`src/rtl/prs_pkg.sv`:
```
package prs_pkg;

    localparam int WORD_W   = 32;
    localparam int STAT_W   = 32;
    localparam int BLEN_W   = 12;

    localparam int B_UMODE  = 2;
    localparam int B_NSTAT  = 4;
    localparam int B_CDONE  = 6;
    localparam int B_RDY    = 9;
    localparam int B_DONE   = 10;
    localparam int B_ERR    = 11;
    localparam int B_NCFG   = 12;
    localparam int B_MSEL   = 16;
    localparam int MSEL_W   = 3;

    localparam logic [BLEN_W-1:0] LEN_FLUSH = BLEN_W'(256);
    localparam logic [BLEN_W-1:0] LEN_PRE   = BLEN_W'(2047);

    typedef enum logic [1:0] {
        RES_OK      = 2'd0,
        RES_INVALID = 2'd1,
        RES_TIMEOUT = 2'd2,
        RES_ERROR   = 2'd3
    } res_e;

    typedef enum logic [4:0] {
        S_IDLE, S_FMT, S_CS, S_CFGEN, S_RSTOVR, S_OVRON, S_B_FLUSH1,
        S_REQ, S_B_PRE, S_WRDY, S_STREAM, S_WDONE, S_REQOFF,
        S_B_FLUSH2, S_CFGOFF, S_CSOFF, S_OVROFF, S_FINAL, S_REPORT
    } st_e;

    function automatic logic [1:0] ratio_code(input logic w32,
                                              input logic enc,
                                              input logic cmp);
        logic [1:0] r;
        if (!enc && !cmp) return 2'd0;
        r = cmp ? 2'd2 : 2'd1;
        if (w32) r = r + 2'd1;
        return r;
    endfunction

    function automatic logic mode_ok(input logic [MSEL_W-1:0] m);
        return (m == 3'd0) || (m == 3'd1);
    endfunction

endpackage

```
`src/rtl/prs_poller.sv`:
```
module prs_poller #(
    parameter int MAX_POLLS = 10
) (
    input  logic clk,
    input  logic rst,
    input  logic active,
    input  logic hit,
    input  logic err,
    output logic pass,
    output logic fail_err,
    output logic fail_to
);
    localparam int CW = $clog2(MAX_POLLS + 1);

    logic [CW-1:0] cnt;

    assign fail_err = active && err;
    assign pass     = active && !err && hit;
    assign fail_to  = active && !err && !hit && (cnt == CW'(MAX_POLLS - 1));

    always_ff @(posedge clk) begin
        if (rst || !active) begin
            cnt <= '0;
        end else if (!pass && !fail_err && !fail_to) begin
            cnt <= cnt + CW'(1);
        end
    end
endmodule

```
`src/rtl/prs_word_mask.sv`:
```
module prs_word_mask #(
    parameter int W = 32
) (
    input  logic [W-1:0]               din,
    input  logic [$clog2(W/8)-1:0]     nbytes,
    output logic [W-1:0]               dout
);
    localparam int LANES = W / 8;
    localparam int NB_W  = $clog2(LANES);

    for (genvar g = 0; g < LANES; g++) begin : g_lane
        logic keep;
        assign keep = (nbytes == '0) || (NB_W'(g) < nbytes);
        assign dout[g*8 +: 8] = keep ? din[g*8 +: 8] : 8'h00;
    end
endmodule

```
`src/rtl/pr_seq_fsm.sv`:
```
module pr_seq_fsm
    import prs_pkg::*;
#(
    parameter int W         = WORD_W,
    parameter int SW        = STAT_W,
    parameter int MAX_POLLS = 10,
    parameter int NB_W      = $clog2(W/8)
) (
    input  logic              clk,
    input  logic              rst,
    input  logic              start,
    input  logic              img_encrypted,
    input  logic              img_compressed,
    input  logic [SW-1:0]     status,
    output logic              burst_req,
    output logic [BLEN_W-1:0] burst_len,
    input  logic              burst_done,
    input  logic              din_valid,
    output logic              din_ready,
    input  logic [W-1:0]      din_data,
    input  logic [NB_W-1:0]   din_nbytes,
    input  logic              din_last,
    output logic              tgt_valid,
    input  logic              tgt_ready,
    output logic [W-1:0]      tgt_data,
    output logic              cfg_w32,
    output logic [1:0]        cd_ratio,
    output logic              cfg_en,
    output logic              cs_n,
    output logic              rstovr_off,
    output logic              ncfg_hold,
    output logic              pin_ovr_n,
    output logic              pr_req,
    output logic              busy,
    output logic              res_valid,
    output logic [1:0]        res_code
);
    st_e  st;
    res_e res_q;

    logic pins_ok;
    logic poll_active, poll_hit, poll_pass, poll_err, poll_to;
    logic xfer;
    logic unused_status;

    assign unused_status = ^status;

    assign pins_ok = mode_ok(status[B_MSEL +: MSEL_W]) &&
                     status[B_NCFG] && status[B_NSTAT];

    assign poll_active = (st == S_WRDY) || (st == S_WDONE);
    assign poll_hit    = (st == S_WRDY) ? status[B_RDY] : status[B_DONE];

    prs_poller #(.MAX_POLLS(MAX_POLLS)) u_poll (
        .clk      (clk),
        .rst      (rst),
        .active   (poll_active),
        .hit      (poll_hit),
        .err      (status[B_ERR]),
        .pass     (poll_pass),
        .fail_err (poll_err),
        .fail_to  (poll_to)
    );

    prs_word_mask #(.W(W)) u_mask (
        .din    (din_data),
        .nbytes (din_nbytes),
        .dout   (tgt_data)
    );

    assign tgt_valid = (st == S_STREAM) && din_valid;
    assign din_ready = (st == S_STREAM) && tgt_ready;
    assign xfer      = tgt_valid && tgt_ready;

    always_comb begin
        burst_req = 1'b0;
        burst_len = LEN_FLUSH;
        case (st)
            S_B_FLUSH1, S_B_FLUSH2: burst_req = 1'b1;
            S_B_PRE: begin
                burst_req = 1'b1;
                burst_len = LEN_PRE;
            end
            default: ;
        endcase
    end

    assign busy = (st != S_IDLE);

    always_ff @(posedge clk) begin
        if (rst) begin
            st         <= S_IDLE;
            res_q      <= RES_OK;
            res_valid  <= 1'b0;
            res_code   <= 2'd0;
            cfg_w32    <= 1'b1;
            cd_ratio   <= 2'd0;
            cfg_en     <= 1'b0;
            cs_n       <= 1'b1;
            rstovr_off <= 1'b0;
            ncfg_hold  <= 1'b1;
            pin_ovr_n  <= 1'b1;
            pr_req     <= 1'b0;
        end else begin
            res_valid <= 1'b0;
            case (st)
                S_IDLE: begin
                    if (start) begin
                        if (pins_ok) begin
                            res_q <= RES_OK;
                            st    <= S_FMT;
                        end else begin
                            res_code  <= RES_INVALID;
                            res_valid <= 1'b1;
                        end
                    end
                end
                S_FMT: begin
                    cfg_w32  <= 1'b0;
                    cd_ratio <= ratio_code(1'b0, img_encrypted, img_compressed);
                    st       <= S_CS;
                end
                S_CS: begin
                    cs_n <= 1'b0;
                    st   <= S_CFGEN;
                end
                S_CFGEN: begin
                    cfg_en <= 1'b1;
                    st     <= S_RSTOVR;
                end
                S_RSTOVR: begin
                    rstovr_off <= 1'b1;
                    ncfg_hold  <= 1'b1;
                    st         <= S_OVRON;
                end
                S_OVRON: begin
                    pin_ovr_n <= 1'b0;
                    st        <= S_B_FLUSH1;
                end
                S_B_FLUSH1: if (burst_done) st <= S_REQ;
                S_REQ: begin
                    pr_req <= 1'b1;
                    st     <= S_B_PRE;
                end
                S_B_PRE: if (burst_done) st <= S_WRDY;
                S_WRDY: begin
                    if (poll_err) begin
                        res_q <= RES_ERROR;
                        st    <= S_REQOFF;
                    end else if (poll_pass) begin
                        st <= S_STREAM;
                    end else if (poll_to) begin
                        res_q <= RES_TIMEOUT;
                        st    <= S_REQOFF;
                    end
                end
                S_STREAM: if (xfer && din_last) st <= S_WDONE;
                S_WDONE: begin
                    if (poll_err) begin
                        res_q <= RES_ERROR;
                        st    <= S_REQOFF;
                    end else if (poll_pass) begin
                        st <= S_REQOFF;
                    end else if (poll_to) begin
                        res_q <= RES_TIMEOUT;
                        st    <= S_REQOFF;
                    end
                end
                S_REQOFF: begin
                    pr_req <= 1'b0;
                    st     <= S_B_FLUSH2;
                end
                S_B_FLUSH2: if (burst_done) st <= S_CFGOFF;
                S_CFGOFF: begin
                    cfg_en <= 1'b0;
                    st     <= S_CSOFF;
                end
                S_CSOFF: begin
                    cs_n <= 1'b1;
                    st   <= S_OVROFF;
                end
                S_OVROFF: begin
                    pin_ovr_n <= 1'b1;
                    st        <= (res_q == RES_OK) ? S_FINAL : S_REPORT;
                end
                S_FINAL: begin
                    res_code  <= (status[B_UMODE] && status[B_CDONE] &&
                                  status[B_NSTAT]) ? RES_OK : RES_TIMEOUT;
                    res_valid <= 1'b1;
                    st        <= S_IDLE;
                end
                S_REPORT: begin
                    res_code  <= res_q;
                    res_valid <= 1'b1;
                    st        <= S_IDLE;
                end
                default: st <= S_IDLE;
            endcase
        end
    end
endmodule

```
`config.mk`:
```
export PLATFORM = sky130hd
export DESIGN_NAME = pr_seq_fsm
export DESIGN_NICKNAME = d
export VERILOG_FILES = /design/src/rtl/prs_pkg.sv /design/src/rtl/prs_poller.sv /design/src/rtl/prs_word_mask.sv /design/src/rtl/pr_seq_fsm.sv
export SDC_FILE = /design/constraint.sdc
export NUM_CORES = 1
export LEC_CHECK = 0
export ABC_AREA = 1
export BUFFER_PORTS_ARGS = -buffer_cell sky130_fd_sc_hd__clkbuf_2
export CAP_MARGIN = 20
export CORE_ASPECT_RATIO = 1.2
export CORE_MARGIN = 5
export CORE_UTILIZATION = 44
export DETAILED_ROUTE_END_ITERATION = 12
export PLACE_DENSITY = 0.86
export SETUP_SLACK_MARGIN = 0.02
export SLEW_MARGIN = 20
export SYNTH_ARGS = -nofsm -noshare
export SYNTH_HDL_FRONTEND = slang
export SYNTH_HIERARCHICAL = 1
export SYNTH_SLANG_ARGS = --single-unit
```
`constraint.sdc`:
```
create_clock -name clk -period 6.15 [get_ports clk]
set_clock_uncertainty 0.15 [all_clocks]
set_input_delay 0.615 -clock clk [delete_from_list [all_inputs] [get_ports clk]]
set_output_delay 0.615 -clock clk [all_outputs]
set_load 0.005 [all_outputs]
```
==> flow_summary.ini, run 1 <==
[run_status]
status = complete, no violations

[grt]
grt_pass1_wl_um = 7510
antenna_found_initial = 0
grt_overflow = 0
grt_max_degree = 16
grt_pass1_vias = 1787
grt_usage_pct = 17.9

[timing]
rsz0062_at_grt = false
finalSetupTns_ns = 0
max_clock_freq_mhz = 402
hold_viol = 0
finalCriticalPeriod_ns = 2.49
slew_viol_final = 0
period_share_pct = 40.4
setup_viol = 0

[power_and_ir_drop]
p_leak_nw = 1.32
power_w = 0.000335
powerDensity_nw_per_um2 = 152
vdd_ir_drop_max_mv = 0.0766

[synth]
synth-edff-count = 0
ys_async_sr_fraction_pct = 0
netlist_area_um2 = 1790
seq_area_frac_synth_pct = 24.7
yosysWarnings = 6
ys_ff_latch = 22
syn-instance-count = 296
ys.flop_type = dfxtp_1
syn_avg_cell_area_um2 = 6.03
yosys.cell_types.count = 32

[cts]
ctsResizeCount = 0
cts_setup_buffers = 0
cts_sinks = 22
holdBufCountCts = 0
clock_latency_ns = 0.27
root_buffer = clkbuf_8
cts.reportedPaths.clkPinSlew_ns = 0.09
htreeDepth = 1
cts.path.max_buffers = 2
cts-buffers-inserted = 3
tritoncts = yes

[worst_setup_path]
crit_top_cell = nor2_1
timing.rr.end = st[1]
cp_num_cells = 17
cp.required_ns = 6.16
cp.arrival_ns = 2.50
critPathTopFamily = simple AND/OR/NAND/NOR gates
worstSetupPathType = reg2reg
path_buf_inv = 3
r2r_slack_ns = 3.66
max_stage_delay_ns = 0.42
worstReg2RegStart = st[3]
crit_chain = inv_1, nor2_1, nand2_1, nor2_1, mux2_2, nor2_1, nand3_2, inv_2, inv_1, nor2_1, nor2_1, nand2_1, nor2_1, nor2_1, nand2_1, nand2_1, a21oi_2
crit_end = st[1]
r2r_cells = 17
critical_path_peak_fanout = 7
cp-start-kind = register
cp-startpoint = st[3]
cp_slowest_cell = dfxtp_1
critPathCaptureType = register

[finish]
drive_gt1_share_pct = 34.2
nets = 448
num_antenna_cells = 0
syn2layout_area_growth_pct = 23.2

[placement]
post-dp-hpwl_um = 4070
port_buffers = 92
gp_congestion = 0.922

[routing]
wl_um = 4840
drc = 0
wl_per_cell_um = 11.5
antenna_left = 0
vias_per_cell = 4.71
drt-pass1-iter-count = 4
num_vias = 1988
drt_iter0_drc = 84

[die]
row_count = 25
die_w_um = 68.2
die_h_um = 79.8
die_area_um2 = 5440
start_util_pct = 45.3
core_um2 = 3940
boundaryPins = 135

[flow_run]
drv_cap = 0

[min_path]
hold_path_class = reg2reg
[synthesized netlist by cell type, types with 3 or more instances]
cell type / count / area [um^2]
dfxtp_1: 22 / 440
o21ai_1: 4 / 20.0
nand2_2: 3 / 18.8
inv_2: 6 / 22.5
a21oi_1: 16 / 80.1
nor2_1: 41 / 154
nand3_1: 23 / 115
nor2_2: 13 / 81.3
ha_1: 4 / 50.1
buf_4: 21 / 158
inv_1: 56 / 210
nand2_1: 57 / 214
nand4_1: 4 / 25.0
[cells by family (layout without fill, tap and decap cells)]
kind of cell / Yosys count / after routing / share of synthesized area (%)
AND/OR/NAND/NOR: 149 / 149 / 37.7
buffers and inverters: 87 / 158 / 23.6
AO/OA/AOI/OAI: 30 / 30 / 9.67
flip-flops: 22 / 22 / 24.7
adder cells (fa/ha/maj): 4 / 4 / 2.80
other: 2 / 3 / 0.421
XOR/XNOR: 1 / 1 / 0.491
multiplexers: 1 / 1 / 0.631
[worst reg2reg max path, stage by stage (launching register included)]
cell and delay (ns):
dfxtp_1 0.42, inv_1 0.10, nor2_1 0.13, nand2_1 0.08, nor2_1 0.17, mux2_2 0.39, nor2_1 0.12, nand3_2 0.17
inv_2 0.10, inv_1 0.05, nor2_1 0.09, nor2_1 0.05, nand2_1 0.06, nor2_1 0.04, nor2_1 0.10, nand2_1 0.06
nand2_1 0.07, a21oi_2 0.05
[flip-flops by register name (all words and copies together), names as in the netlist, 2 cells and up]
| signal | cells |
|---|---|
| res_code | 2 |
| u_poll/cnt | 4 |
| st | 5 |
| cd_ratio | 2 |
| res_q | 2 |
[metal layers]
| layer | share of wire [%] | GRT usage [%] | vias up |
|---|---|---|---|
| met1 | 36 | 18.2 | 860 |
| li1 | - | - | 1023 |
| met2 | 51 | 32.6 | 89 |
| met4 | 3.2 | 8.55 | 0 |
| met3 | 9.8 | 4.79 | 16 |
| met5 | 0 | 0 | - |
[worst min path at each step]
stage               start          to  slack (ns)  cells after the start
3_3_place_gp      cfg_w32     cfg_w32        0.28                      2
3_5_place_dp      cfg_w32     cfg_w32        0.29                      2
2_1_floorplan    res_q[0]    res_q[0]        0.29                      2
5_1_grt        rstovr_off  rstovr_off        0.33                      2
4_1_cts        rstovr_off  rstovr_off        0.31                      2
6_report       rstovr_off  rstovr_off        0.30                      2
[area by class of cell]
type | count | area [um^2]
fill | 393 | 1740
multi-input combinational | 188 | 927
timing repair buffer | 92 | 460
sequential | 22 | 440
inverter | 62 | 233
tap | 54 | 67.6
clock buffer | 3 | 41.3
clock inverter | 1 | 30.0
[layout by cell type, fill, tap and decap left out, drive strengths merged]
cell type and count:
conb 3, inv 62, nand3 25, clkbuf 95
a22oi 1, nor2 56, mux2 1, a21oi 18
o211ai 1, o21bai 1, bufinv 1, o21ai 7
and2 1, nand2 60, or2 1, a211oi 1
a31oi 1, xnor2 1, nor3 2, ha 4
nand4 4, dfxtp 22
[through the flow]
| step | setup slack (ns) | cells | area (um^2) | util, % | hold WS, ns |
|---|---|---|---|---|---|
| 2_1_floorplan | 3.96 | 297 | 1790 | - | 0.290 |
| 3_3_place_gp | 3.76 | 418 | 2130 | 54.0 | 0.282 |
| 3_5_place_dp | 3.72 | 418 | 2130 | 54.0 | 0.292 |
| 4_1_cts | 3.71 | 422 | 2200 | 55.8 | 0.308 |
| 5_1_grt | 3.43 | 422 | 2200 | 55.8 | 0.328 |
| 6_report | 3.66 | 422 | 2200 | 55.8 | 0.303 |
[where the power goes]
| part | total, W | switching, W | internal [W] |
|---|---|---|---|
| Sequential | 0.000145 | 0.00000107 | 0.000144 |
| Combinational | 0.0000519 | 0.0000269 | 0.0000250 |
| Clock | 0.000138 | 0.0000514 | 0.0000871 |
| Total | 0.000335 | 0.0000794 | 0.000256 |
Note: power is estimated with default switching activity, not from simulation.
==> run 2, diff against run 1 <==
--- a/config.mk
+++ b/config.mk
@@ -5,14 +5,14 @@
 export SDC_FILE = /design/constraint.sdc
 export NUM_CORES = 1
 export LEC_CHECK = 0
-export ABC_AREA = 1
+export ABC_AREA = 0
 export BUFFER_PORTS_ARGS = -buffer_cell sky130_fd_sc_hd__clkbuf_2
 export CAP_MARGIN = 20
 export CORE_ASPECT_RATIO = 1.2
 export CORE_MARGIN = 5
-export CORE_UTILIZATION = 44
+export CORE_UTILIZATION = 36
 export DETAILED_ROUTE_END_ITERATION = 12
-export PLACE_DENSITY = 0.86
+export PLACE_DENSITY = 0.77
 export SETUP_SLACK_MARGIN = 0.02
 export SLEW_MARGIN = 20
 export SYNTH_ARGS = -nofsm -noshare
==> constraint.sdc (replaced) <==
create_clock -name clk -period 2.2 [get_ports clk]
set_clock_uncertainty 0.15 [all_clocks]
set_input_delay 0.22 -clock clk [delete_from_list [all_inputs] [get_ports clk]]
set_output_delay 0.22 -clock clk [all_outputs]
set_load 0.005 [all_outputs]
==> run 2 against run 1 <==
Against the previous run:
- the run now ends with setup timing left
- first-iteration DRC count is 42% lower
- combinational power grew to 13 times the previous value
- synthesized cell count is 25% lower
- largest power group is now combinational cells
- flip-flop and latch count stayed put
==> flow_summary.ini, run 2 <==
[grt]
grt_pass1_wl_um = 7960
grt_max_degree = 23
grt_usage_pct = 16.1
antenna_found_initial = 0
grt_pass1_vias = 1724
grt_overflow = 0

[synth]
synth_top_area_cell = dfxtp_1
syn-instance-count = 223
yosysMostFrequentCell = dfxtp_1
seq_area_frac_synth_pct = 26.1
synth_top_area_share_pct = 26.1
ys_async_sr_fraction_pct = 0
ys.flop_type = dfxtp_1
syn_avg_cell_area_um2 = 7.58
yosysWarnings = 6
synth-edff-count = 0
ys_ff_latch = 22
yosys.cell_types.count = 52
synth.area.top_cells = dfxtp_1, buf_4, nor2b_1
netlist_area_um2 = 1690
ys_top_cells_by_count = dfxtp_1, nor2b_1, buf_4, nand2_1

[timing]
finalSetupTns_ns = -0.0397
slew_viol_final = 0
layout_setup_ws_ns = -0.0345
period_share_pct = 102
rsz0062_at_grt = true
hold_viol = 0
finalCriticalPeriod_ns = 2.23
max_clock_freq_mhz = 448
setup_viol = 2
whs_ns = 0.0445

[routing]
drt_iter0_drc = 49
wl_um = 5550
num_vias = 1933
drt-pass1-iter-count = 4
wl_per_cell_um = 15.0
drc = 0
vias_per_cell = 5.21
antenna_left = 0

[worst_setup_path]
cp.required_ns = 2.19
cp-start-kind = register
critical_path_peak_fanout = 4
cp.arrival_ns = 2.23
worstSetupPathType = reg2reg
critPathCaptureType = register

[die]
die_w_um = 72.6
row_count = 27
boundaryPins = 135
die_h_um = 85.1
die_area_um2 = 6170
core_um2 = 4560
start_util_pct = 37.1

[min_path]
hold_path_class = in2reg

[placement]
placed_cells = 365
dpl_cell_area_um2 = 2230
gp_congestion = 0.914
post-dp-hpwl_um = 4390
port_buffers = 92

[finish]
top_regs = st: 5 flops, u_poll/cnt: 4 flops
seq_area_um2 = 447
num_antenna_cells = 0
largest_register_ffs = 5
fillCellCount = 427
mostFrequentLayoutCell = clkbuf_2
nets = 393
fin_cells = 371
regMostFlops = st
drive_gt1_share_pct = 45.7
syn2layout_area_growth_pct = 40.1
final_cell_mix = clkbuf_2, buf_4, nor2b_1
multi_input_area_um2 = 1110
final_cell_area_um2 = 2370

[cts]
htreeDepth = 1
cts_sinks = 22
root_buffer = clkbuf_8
holdBufCountCts = 0
clock_latency_ns = 0.27
cts-buffers-inserted = 3
cts.path.max_buffers = 2
tritoncts = yes
cts.reportedPaths.clkPinSlew_ns = 0.08

[power_and_ir_drop]
vdd_ir_drop_max_mv = 0.471
powerDensity_nw_per_um2 = 657
power_w = 0.00156
p_leak_nw = 1.12

[flow_run]
drv_cap = 0

[run_status]
status = finished, violations left
violations = setup timing
[run 2: metal layers]
metal  GRT usage, %  vias to the layer above  wire length (um)
met4           4.70                        0                51
met3           3.55                        5               563
met2           31.6                      101              2960
met5              0                        -                 0
met1           16.3                      895              1980
li1               -                      932                 -
[run 2: area by class of cell]
class	count	area share (%)
Timing Repair Buffer	117	27.4
Clock buffer	3	1.74
Inverter	6	0.951
Sequential cell	22	18.9
Multi-Input combinational cell	164	46.8
Clock inverter	1	1.27
Tap cell	58	3.06
[run 2: cell families (layout without fill, tap and decap cells)]
logic type	Yosys count	in the layout	synth area share (%)
flops	22	22	26.1
compound gates	48	48	18.9
fa+ha+maj	4	4	2.96
buf+inv	38	127	13.5
mux	2	2	1.26
other cells	2	3	0.444
simple gates	105	105	35.9
xor+xnor	2	2	1.04
[run 2: timing repair]
action                                  CTS  global route
setup buffers                             0             3
pin swaps                                 0             9
hold endpoints to repair                  0             0
resized for setup                         1            11
endpoints found under the setup margin    4             5
[run 2: path summary, 6_finish.rpt]
check	startpoint	slack (ns)	end	cells after the start
max	st[1]	-0.03	st[0]	12
min	img_compressed	0.04	cd_ratio[1]	3
max reg2reg	st[1]	-0.03	st[0]	12
min reg2reg	pin_ovr_n	0.30	pin_ovr_n	2
[run 2: critical path, stage by stage, from the launching register on]
cell and delay (ns):
dfxtp_2 0.33, nand2b_4 0.14, nor2_4 0.09, nand2_2 0.08, mux2_4 0.33, nor2_4 0.12
and3_4 0.21, buf_4 0.11, nor2_2 0.03, buf_4 0.15, a31oi_4 0.16, a21o_1 0.14
a21oi_1 0.07
[run 2: per-stage QoR]
step                worst slack (ns)  utilization, %
finish                       -0.0345            51.9
CTS                           0.0271            50.5
floorplan                    -0.0229               -
global route                  -0.145            51.9
global placement              0.0173            48.9
detailed placement            0.0130            48.9
[run 2: where the power goes]
part	internal [W]	leakage, nW	switching, W	total, W
logic	0.000334	0.908	0.000352	0.000686
registers	0.000449	0.180	0.0000336	0.000483
clock network	0.000243	0.0357	0.000144	0.000387
total	0.00103	1.12	0.000529	0.00156
